**src/rtl/cbu_pkg.sv**
```systemverilog
package cbu_pkg;
  localparam int FLAG_N = 5;

  // bit 0 carry, 1 parity, 2 zero, 3 sign, 4 overflow
  typedef struct packed {
    logic of;
    logic sf;
    logic zf;
    logic pf;
    logic cf;
  } flags_t;

  typedef enum logic [2:0] {
    CP_OVF  = 3'd0,
    CP_CARRY = 3'd1,
    CP_ZERO = 3'd2,
    CP_BEQ  = 3'd3,
    CP_SIGN = 3'd4,
    CP_PAR  = 3'd5,
    CP_LT   = 3'd6,
    CP_LE   = 3'd7
  } cond_pair_e;
endpackage

```
**src/rtl/cbu_sub_flags.sv**
```systemverilog
module cbu_sub_flags
  import cbu_pkg::*;
#(
  parameter int W = 32
) (
  input  logic [W-1:0] a,
  input  logic [W-1:0] b,
  output flags_t       f
);
  localparam int BYTE_W = 8;

  logic [W:0]   wide;
  logic [W-1:0] diff;

  always_comb begin
    wide = {1'b0, a} - {1'b0, b};
    diff = wide[W-1:0];
    f.cf = wide[W];
    f.sf = diff[W-1];
    f.zf = (diff == '0);
    f.pf = ~(^diff[BYTE_W-1:0]);
    f.of = (a[W-1] != b[W-1]) && (diff[W-1] != a[W-1]);
  end

  // an equal compare can neither borrow nor overflow
  always_comb begin
    a_r5_zero_no_borrow: assert (!(f.zf && (f.cf || f.of)));
  end
endmodule

```
**src/rtl/cbu_cond_eval.sv**
```systemverilog
module cbu_cond_eval
  import cbu_pkg::*;
#(
  parameter int CC_W = 4
) (
  input  flags_t          f,
  input  logic [CC_W-1:0] cc,
  output logic            hold
);
  localparam int PAIR_W = CC_W - 1;

  logic       base;
  cond_pair_e pair;

  always_comb begin
    pair = cond_pair_e'(cc[CC_W-1:1]);
    unique case (pair)
      CP_OVF:   base = f.of;
      CP_CARRY: base = f.cf;
      CP_ZERO:  base = f.zf;
      CP_BEQ:   base = f.cf | f.zf;
      CP_SIGN:  base = f.sf;
      CP_PAR:   base = f.pf;
      CP_LT:    base = f.sf ^ f.of;
      CP_LE:    base = f.zf | (f.sf ^ f.of);
      default:  base = 1'b0;
    endcase
    hold = base ^ cc[0];
  end
endmodule

```
**src/rtl/cbu_target_gen.sv**
```systemverilog
module cbu_target_gen #(
  parameter int IP_W    = 32,
  parameter int HALF_W  = 16,
  parameter int SHORT_W = 8
) (
  input  logic [IP_W-1:0] ip_seq,
  input  logic [IP_W-1:0] disp,
  input  logic            disp_short,
  input  logic            take,
  input  logic            size32,
  output logic [IP_W-1:0] ip_out
);
  localparam int EXT_W = IP_W - SHORT_W;

  logic [IP_W-1:0] offs;
  logic [IP_W-1:0] sum;

  always_comb begin
    offs = disp_short ? {{EXT_W{disp[SHORT_W-1]}}, disp[SHORT_W-1:0]} : disp;
    sum  = take ? (ip_seq + offs) : ip_seq;
    ip_out = size32 ? sum : {{(IP_W-HALF_W){1'b0}}, sum[HALF_W-1:0]};
  end
endmodule

```
**src/rtl/cmp_branch_unit.sv**
```systemverilog
module cmp_branch_unit
  import cbu_pkg::*;
#(
  parameter int DATA_W = 32,
  parameter int HALF_W = 16,
  parameter int IMM_W  = 8,
  parameter int CC_W   = 4
) (
  input  logic              clk,
  input  logic              rst,
  input  logic              cmp_valid,
  input  logic [DATA_W-1:0] op_a,
  input  logic [DATA_W-1:0] op_b,
  input  logic [IMM_W-1:0]  imm,
  input  logic              use_imm,
  input  logic              size32,
  input  logic              br_valid,
  input  logic [CC_W-1:0]   cond,
  input  logic              count_jmp,
  input  logic              addr32,
  input  logic [DATA_W-1:0] ip_seq,
  input  logic [DATA_W-1:0] count,
  input  logic [DATA_W-1:0] disp,
  input  logic              disp_short,
  output logic [FLAG_N-1:0] flags_o,
  output logic              br_done,
  output logic              taken,
  output logic [DATA_W-1:0] next_ip
);
  localparam int N_SIZES = 2;
  localparam int EXT_W   = DATA_W - IMM_W;

  logic [DATA_W-1:0] b_sel;
  flags_t            size_flags [N_SIZES];
  flags_t            new_flags;
  flags_t            flags_q;
  logic              cc_hold;
  logic              cnt_zero;
  logic              take;
  logic [DATA_W-1:0] ip_calc;

  assign b_sel = use_imm ? {{EXT_W{imm[IMM_W-1]}}, imm} : op_b;

  // index 0: full width, index 1: half width
  for (genvar g = 0; g < N_SIZES; g++) begin : g_size
    localparam int W = (g == 0) ? DATA_W : HALF_W;
    cbu_sub_flags #(.W(W)) u_flags (
      .a (op_a[W-1:0]),
      .b (b_sel[W-1:0]),
      .f (size_flags[g])
    );
  end

  assign new_flags = size32 ? size_flags[0] : size_flags[1];

  cbu_cond_eval #(.CC_W(CC_W)) u_cond (
    .f    (flags_q),
    .cc   (cond),
    .hold (cc_hold)
  );

  assign cnt_zero = addr32 ? (count == '0) : (count[HALF_W-1:0] == '0);
  assign take     = count_jmp ? cnt_zero : cc_hold;

  cbu_target_gen #(.IP_W(DATA_W), .HALF_W(HALF_W), .SHORT_W(IMM_W)) u_tgt (
    .ip_seq     (ip_seq),
    .disp       (disp),
    .disp_short (disp_short),
    .take       (take),
    .size32     (size32),
    .ip_out     (ip_calc)
  );

  always_ff @(posedge clk) begin
    if (rst) begin
      flags_q <= '0;
      br_done <= 1'b0;
      taken   <= 1'b0;
      next_ip <= '0;
    end else begin
      if (cmp_valid) flags_q <= new_flags;
      br_done <= br_valid;
      taken   <= br_valid & take;
      if (br_valid) next_ip <= ip_calc;
    end
  end

  assign flags_o = flags_q;

  // flags only move on a compare request
  a_r2_flags_hold: assert property (@(posedge clk) disable iff (rst)
    !cmp_valid |=> $stable(flags_o));

  // a result appears exactly one cycle after each request
  a_r9_done_follows: assert property (@(posedge clk) disable iff (rst)
    br_valid |=> br_done);

  a_r9_no_stray_taken: assert property (@(posedge clk) disable iff (rst)
    !br_valid |=> (!br_done && !taken));

  // 16-bit branches never leave upper pointer bits set
  a_r10_half_ip: assert property (@(posedge clk) disable iff (rst)
    (br_valid && !size32) |=> (next_ip[DATA_W-1:HALF_W] == '0));
endmodule

```
**config.mk**
```make
export PLATFORM = sky130hd
export DESIGN_NAME = cmp_branch_unit
export DESIGN_NICKNAME = d
export VERILOG_FILES = /design/src/rtl/cbu_pkg.sv /design/src/rtl/cbu_sub_flags.sv /design/src/rtl/cbu_cond_eval.sv /design/src/rtl/cbu_target_gen.sv /design/src/rtl/cmp_branch_unit.sv
export SDC_FILE = /design/constraint.sdc
export NUM_CORES = 1
export LEC_CHECK = 0
export BUFFER_PORTS_ARGS = -buffer_cell sky130_fd_sc_hd__clkbuf_2
export CAP_MARGIN = 20
export CORE_ASPECT_RATIO = 0.8
export CORE_MARGIN = 3
export CORE_UTILIZATION = 49
export DETAILED_ROUTE_END_ITERATION = 10
export GPL_TIMING_DRIVEN = 0
export PLACE_DENSITY = 0.81
export SLEW_MARGIN = 10
export SYNTH_ARGS = -nofsm -noshare
export SYNTH_HDL_FRONTEND = slang
export SYNTH_HIERARCHICAL = 1
export SYNTH_SLANG_ARGS = --single-unit
```
**constraint.sdc**
```tcl
create_clock -name clk -period 3.93 [get_ports clk]
set_input_delay 0.1965 -clock clk [delete_from_list [all_inputs] [get_ports clk]]
set_output_delay 0.1965 -clock clk [all_outputs]
set_load 0.005 [all_outputs]
```
; ---- After elaboration in Yosys (flattened, before gate mapping)
; Cells that the tools add are included.
; Widths: inputs -> output; s select.
[word_totals]
regBits = 39
word_cells = 46
inputBits = 181
output_inout_bits = 39
[op_classes]
n_eq_ne = 11
n_reduce_logical = 9
add_sub_neg = 3
muxes = 8
bitwise = 7
[op_table]
columns = operator, count
row1 = $mux 32, 4
row2 = $logic_not 32->1, 2
row3 = $sub 32x32->33, 1
row4 = $add 32x32->32, 1
row5 = $logic_not 16->1, 2
row6 = $sub 16x16->17, 1
row7 = $reduce_xor 8->1, 2
row8 = $eq 3x3->1 const B, 4
row9 = $pmux 1 s8, 1
row10 = $eq 3x2->1 const B, 2
row11 = $mux 5, 1
row12 = $ne 1x1->1, 4
row13 = $eq 3x1->1 const B, 1
row14 = $logic_not 3->1, 1
row15 = $logic_and 1x1->1, 2
row16 = $mux 1, 2
row17 = $not 1->1, 2
row18 = $or 1x1->1, 2
row19 = $xor 1x1->1, 2
row20 = $and 1x1->1, 1

; ---- Depth between registers and ports, before layout
; Gate-level depths: netlist of the first run.
[depth]
word_depth = 7
mapped_depth = 21
depth_no_buf = 20

; ---- By module
; Netlist of the first run, hierarchy kept.
[modules_own_cells]
columns = mod, seq_area_each_um2, n_inst, cells_each, area_each_um2
row1 = cbu_target_gen, 0.0, 1, 365, 2431.1
row2 = cbu_sub_flags (g_size[0].u_flags), 0.0, 1, 315, 2327.2
row3 = cmp_branch_unit, 780.7, 1, 207, 1810.5
row4 = cbu_sub_flags (g_size[1].u_flags), 0.0, 1, 132, 954.7
row5 = cbu_cond_eval, 0.0, 1, 12, 78.8

; ---- Worst setup path after synthesis of the first run
; Ideal clock, no wire load.
[synth_path]
path_type = in2reg
start = input port use_imm
end = register flags_q (netlist bit flags_o[2])
setup_slack_ns = 0.048
t_arrival_ns = 3.796
stages = 20
n_path_buf = 1
path_cell_list = buf_2 -> mux2_2 -> inv_1 -> ha_1 -> a21oi_1 -> or2b_1 -> a31oi_1 -> xor2_1 -> ha_1 -> and4_1 -> o2111ai_1 -> a211oi_1 -> o2111ai_1 -> nor3_1 -> nand4_1 -> nor4_1 -> nand4_1 -> nor4_2 -> mux2i_1 -> a211oi_1
[synth_lines]
columns = item, line_no
row1 = "start, declared", cmp_branch_unit.sv:15  ; input logic use_imm,
row2 = "end signal, assigned", cmp_branch_unit.sv:81  ; if (cmp_valid) flags_q <= new_flags;
row3 = "end, declared", cmp_branch_unit.sv:36  ; flags_t flags_q;

==> impl_metrics.env, run 1 <==
export IMPL_status="finished with violations"
export IMPL_violations="negative setup slack"
export IMPL_crit_path_max_fanout=6
export IMPL_io_pins=220
export IMPL_clk_path_buf_depth=2
export IMPL_share_seq_of_total_power_pct=18.3
export IMPL_nets=1535
export IMPL_synth_cell_types=95
export IMPL_hold_depth=2
export IMPL_p_sw_uw=1140
export IMPL_p_leak_uw=0.00465
export IMPL_post_route_worst_setup_slack_ns=-0.109
export IMPL_fp_dieW_um=145
export IMPL_r2r_cells=12
export IMPL_cts_tree="built"
export IMPL_dr_wl_met3_mm=2.40
export IMPL_clk_latency_ns=0.29
export IMPL_hp_class="primary input to flop"
export IMPL_cp_start_kind="primary input"
export IMPL_hold_viol_final=0
export IMPL_ys_seq_area_share_pct=10.3
export IMPL_diodes=0
export IMPL_hold_end="br_done"
export IMPL_required_ns=4.13
export IMPL_io_buffers=217
export IMPL_drtPass1Iterations=5
export IMPL_dp_cells=1458
export IMPL_synthToLayoutAreaGrowth_pct=22.1
export IMPL_worst_r2r_endpoint="next_ip[10]"
export IMPL_period_share_pct=103
export IMPL_ys_warnings_count=6
export IMPL_pwr_share_comb_pct=64.9
export IMPL_min_period_ns=4.04
export IMPL_synth_top_area_share_pct=14.6
export IMPL_layout_commonest_cell="clkbuf_2"
export IMPL_skew_ns=0.00145
export IMPL_synth_top_flop_cell="dfxtp_1"
export IMPL_grt_remaining_overflow=0
export IMPL_grt_pass1_wl_mm=40.0
export IMPL_dpl_hpwl_mm=20.9
export IMPL_start_util_pct=50.3
export IMPL_endpoint_kind="flop"
export IMPL_power_density_nw_per_um2=271
export IMPL_synth_seq_cells=39
export IMPL_worstPathArrival_ns=4.24
export IMPL_cts_num_sinks=39
export IMPL_grt_pass1_vias=7955
export IMPL_gp_congestion=0.993
export IMPL_syn_area_um2=7600
export IMPL_most_common_layout_cells="clkbuf_2, inv_1, ha_1"
export IMPL_synth_edf_count=0
export IMPL_fin_area_um2=9280
export IMPL_num_rows=40
export IMPL_core_area_um2=15100
export IMPL_clk_pin_slew_ns=0.06
export IMPL_groute_usage_overall_pct=28.0
export IMPL_synthArstFlopShare_pct=0
export IMPL_cts_htree_levels=2
export IMPL_swShare_pct=45.3
export IMPL_worst_pin_slew_ns=0.787
export IMPL_reg2reg_slack_ns=0.60
export IMPL_vias=8673
export IMPL_synthCells=1031
export IMPL_numCtsBuffers=5
export IMPL_die_area_um2=17100
export IMPL_avgRoutedWirePerCell_um=17.2
export IMPL_drt_initial_drc_count=846
export IMPL_top_layer="met4"
export IMPL_ir_drop_mv=0.171
export IMPL_layout_drive_gt1_share_pct=26.8
export IMPL_setup_viol=1
export IMPL_synth_top_cell_by_area="ha_1"
export IMPL_ant_nets=0
export IMPL_maxCapViolCount=0
export IMPL_met1_length_mm=11.3
export IMPL_drt_wl_total_mm=25.3
export IMPL_slew_limit_headroom_pct=47.5
export IMPL_hp_start="rst"
export IMPL_rsz0062_at_grt="yes"
export IMPL_syn_avg_cell_area_um2=7.37
export IMPL_reg2reg_from="flags_o[4]"
export IMPL_synth_top_cells_by_area="ha_1, dfxtp_1, inv_1"
export IMPL_vias_per_cell=5.89
export IMPL_crit_type="primary input to flop"
export IMPL_fillers=1388
export IMPL_intPower_uw=1380
export IMPL_fmax_ghz=0.248
export IMPL_synth_fp_nets=1304
export IMPL_cts_root_buffer="clkbuf_16"
export IMPL_drc=0
export IMPL_grt_start_max_net_pins=15
export IMPL_clockPowerShare_pct=16.8
export IMPL_finalMaxSlewViolations=0
export IMPL_final_cells=1473
export IMPL_die_y_um=117
export IMPL_antenna_found_initial=0
export IMPL_placed_area_um2=8950
export IMPL_cts_hold_buf=0
export IMPL_routed_wl_met2_mm=10.9
## layer usage
layer,track usage (%),vias to the layer above
met5,0,-
met4,7.12,0
met3,4.87,53
met2,44.1,440
met1,39.7,3965
li1,-,4215
## sequential cells by signal (all words and copies together) (netlist names)
name,count
next_ip,32
flags_o,5
br_done,1
taken,1
## critical path, stage by stage
cell       delay (ns)
clkbuf_16        0.14
buf_8            0.12
mux2_4           0.32
inv_4            0.07
ha_4             0.20
o211ai_1         0.23
a21oi_2          0.06
or2b_1           0.24
a31oi_1          0.20
xor2_1           0.18
ha_2             0.19
and4_4           0.23
o2111ai_4        0.10
a211oi_2         0.22
o2111ai_1        0.14
nor3_1           0.21
nand4_1          0.18
nor4_4           0.19
nand4_1          0.17
nor4_2           0.29
mux2i_1          0.12
a211oi_1         0.22
## cells in the mapped netlist (all sizes together), types with 20 or more instances
library cell and instances:
xnor2 31, clkbuf 26, ha 89, a21o 31
a21oi 92, nand2 71, nand3 25, xor2 22
inv 121, nor2 70, mux2i 45, dfxtp 39
mux2 20, nand4 21, o21ai 100
## power groups by stage
stage / logic (uW) / clock network (uW) / registers, uW
2_1_floorplan: 1120 / 0 / 463
3_5_place_dp: 1550 / 0 / 469
6_report: 1630 / 423 / 460
3_3_place_gp: 1530 / 0 / 468
4_1_cts: 1590 / 427 / 461
5_1_grt: 1780 / 436 / 465
## cell type report
type,count,area [um^2],area share (%)
Tap cell,210,263,2.83
Timing Repair Buffer,224,1160,12.5
Clock buffer,5,125,1.35
Sequential cell,39,781,8.41
Multi-Input combinational cell,825,6200,66.8
Clock inverter,3,23.8,0.256
Buffer,46,275,2.96
Inverter,121,459,4.95
## timing repair
item,CTS,global route
buffers inserted,7,0
hold endpoints to repair,0,0
endpoints found under the setup margin,1,1
pin swaps,15,2
gates resized for setup,22,3
## cell families after synthesis
family / count (synthesis) / synth area share [%]
multiplexers: 65 / 8.89
AND/OR/NAND/NOR: 272 / 18.5
XOR/XNOR: 53 / 6.11
buffers and inverters: 167 / 9.48
AO/OA/AOI/OAI: 343 / 31.4
flip-flops: 39 / 10.3
adder cells (fa/ha/maj): 92 / 15.4
## how the worst max path moves through the flow
stage | start | to | slack (ns)
floorplan | use_imm | flags_o[2] | 0.05
global placement | use_imm | flags_o[2] | -1.04
detailed placement | use_imm | flags_o[2] | -1.11
CTS | use_imm | flags_o[2] | -0.01
global route | use_imm | flags_o[2] | -0.35
finish | use_imm | flags_o[2] | -0.11
## through the flow
step	util [%]	setup TNS (ns)	setup slack [ns]	hold WS (ns)	total power [uW]
2_1_floorplan	-	0	0.0483	0.276	1580
3_3_place_gp	59.2	-1.05	-1.04	0.379	2000
3_5_place_dp	59.2	-1.11	-1.11	0.386	2020
4_1_cts	61.3	-0.0142	-0.0142	0.0804	2480
5_1_grt	61.4	-0.349	-0.349	0.0935	2680
6_report	61.4	-0.109	-0.109	0.0829	2520
Note: power is estimated with default switching activity, not from simulation.
==> run 2: changes to the inputs <==
Settings changed: CORE_UTILIZATION 49 to 40, PLACE_DENSITY 0.81 to 0.66.
Clock period 3.93 ns to 4.41 ns, I/O delays scaled along.
==> run 2 against run 1 <==
The run now ends clean. Sequential cell count is the same. Cell count grew 2.9%. Setup slack gained 0.33 ns. Count of clock-buffer cells in the layout is the same. Power shrank 12%. Core utilization shrank 11 points. Clock skew grew 0.0015 ns. First-iteration DRC count shrank 14%. Design area grew 0.16%. Sequential power shrank 11%. Combinational power shrank 12%. Highest routed layer is now met5.
==> impl_metrics.env, run 2 (same netlist as run 1, synthesis figures left out) <==
export IMPL_status="finished, final reports clean"
export IMPL_hold_viol_final=0
export IMPL_setup_viol=0
export IMPL_crit_chain="buf_4 > buf_6 > mux2_4 > inv_2 > ha_4 > o211ai_1 > a21oi_2 > or2b_1 > a31oi_1 > xor2_1 > ha_2 > and4_4 > o2111ai_2 > a211oi_2 > o2111ai_1 > nor3_1 > nand4_1 > nor4_2 > nand4_1 > nor4_2 > mux2i_1 > a211oi_1"
export IMPL_drt_initial_drc_count=729
export IMPL_clk_path_buf_depth=2
export IMPL_finalSetupTns_ns=0
export IMPL_drt_wl_total_mm=24.7
export IMPL_drc=0
export IMPL_cts_root_buffer="clkbuf_16"
export IMPL_crit_path_max_fanout=6
export IMPL_post_route_worst_setup_slack_ns=0.222
export IMPL_fp_dieW_um=160
export IMPL_synthToLayoutAreaGrowth_pct=22.3
export IMPL_required_ns=4.62
export IMPL_pre_cts_slack_ns=-0.682
export IMPL_grt_pass1_wl_mm=38.6
export IMPL_endpoint_kind="flop"
export IMPL_dp_cells=1501
export IMPL_cts_htree_levels=2
export IMPL_final_cells=1516
export IMPL_worst_pin_slew_ns=0.750
export IMPL_die_y_um=129
export IMPL_io_buffers=217
export IMPL_grt_start_max_net_pins=15
export IMPL_clk_latency_ns=0.29
export IMPL_cts_hold_buf=0
export IMPL_num_rows=44
export IMPL_min_period_ns=4.19
export IMPL_cts_num_sinks=39
export IMPL_gp_congestion=0.933
export IMPL_fmax_ghz=0.239
export IMPL_maxCapViolCount=0
export IMPL_cts_tree="built"
export IMPL_p_leak_uw=0.00463
export IMPL_slew_limit_headroom_pct=49.5
export IMPL_vias_per_cell=5.49
export IMPL_period_share_pct=95.0
export IMPL_die_area_um2=20700
export IMPL_dr_wl_met3_mm=1.78
export IMPL_layout_drive_gt1_share_pct=26.8
export IMPL_power_uw=2220
export IMPL_power_density_nw_per_um2=239
export IMPL_dpl_hpwl_mm=20.9
export IMPL_start_util_pct=41.3
export IMPL_largest_reg_flops=32
export IMPL_antenna_found_initial=2
export IMPL_met1_length_mm=12.0
export IMPL_worstPathArrival_ns=4.39
export IMPL_core_area_um2=18400
export IMPL_most_common_layout_cells="clkbuf_2, inv_1, o21ai_0, ha_1, a21oi_1"
export IMPL_routed_wl_met2_mm=10.4
export IMPL_clk_pin_slew_ns=0.06
export IMPL_numCtsBuffers=5
export IMPL_grt_remaining_overflow=0
export IMPL_io_pins=220
export IMPL_crit_family="simple AND/OR/NAND/NOR gates"
export IMPL_ant_nets=0
export IMPL_slowest_stage="nor4_2"
export IMPL_vias=8326
export IMPL_cpPeakStageDelay_ns=0.36
export IMPL_drtPass1Iterations=5
export IMPL_cp_start_kind="primary input"
export IMPL_hp_class="primary input to flop"
export IMPL_cp_num_buf_inv=3
export IMPL_ir_drop_mv=0.146
export IMPL_grt_pass1_vias=7592
export IMPL_crit_type="primary input to flop"
export IMPL_groute_usage_overall_pct=22.6
export IMPL_top_layer="met5"
export IMPL_nets=1534
export IMPL_avgRoutedWirePerCell_um=16.3
export IMPL_finalMaxSlewViolations=0
export IMPL_layout_commonest_cell="clkbuf_2"
export IMPL_regMostFlops="next_ip"
export IMPL_skew_ns=0.00293
## run 2: repair_timing
item                                    4_1_cts  5_1_grt
endpoints found under the setup margin        1        1
gates resized for setup                       4       20
buffers inserted                              0        6
cloned                                        0        0
pin swaps                                     2       14
hold endpoints to repair                      0        0
## run 2: through the flow
step	area (um^2)	util (%)	hold WS (ns)
floorplan	7600	-	0.300
global placement	9000	49.0	0.419
detailed placement	9000	49.0	0.407
CTS	9170	49.9	0.100
global route	9300	50.6	0.112
finish	9300	50.6	0.105
## run 2: cell type report
cell class	count	area, um^2
Antenna cell	1	2.50
Multi-Input combinational cell	825	6190
Inverter	121	457
Clock inverter	3	23.8
Clock buffer	5	125
Timing Repair Buffer	223	1130
Tap cell	253	317
Sequential cell	39	781
Buffer	46	270
Fill cell	1877	9090
## run 2: path summary, 6_finish.rpt
kind               startpoint           to  slack (ns)  depth (start not counted)
setup reg to reg   flags_o[3]  next_ip[28]        1.25                         13
setup / recovery      use_imm   flags_o[2]        0.22                         22
hold / removal            rst      br_done        0.11                          2
hold reg to reg   next_ip[15]  next_ip[15]        0.49                          2
## run 2: routing by layer
metal,GRT usage (%),up-vias
met2,35.1,324
met5,0,-
li1,-,4207
met3,3.90,24
met4,4.59,2
met1,32.9,3769
## run 2: power breakdown
| group | switching (uW) | internal (uW) | total (uW) |
|---|---|---|---|
| sequential | 23.2 | 385 | 408 |
| clock | 165 | 212 | 377 |
| combinational | 812 | 627 | 1440 |
| total | 1000 | 1220 | 2220 |
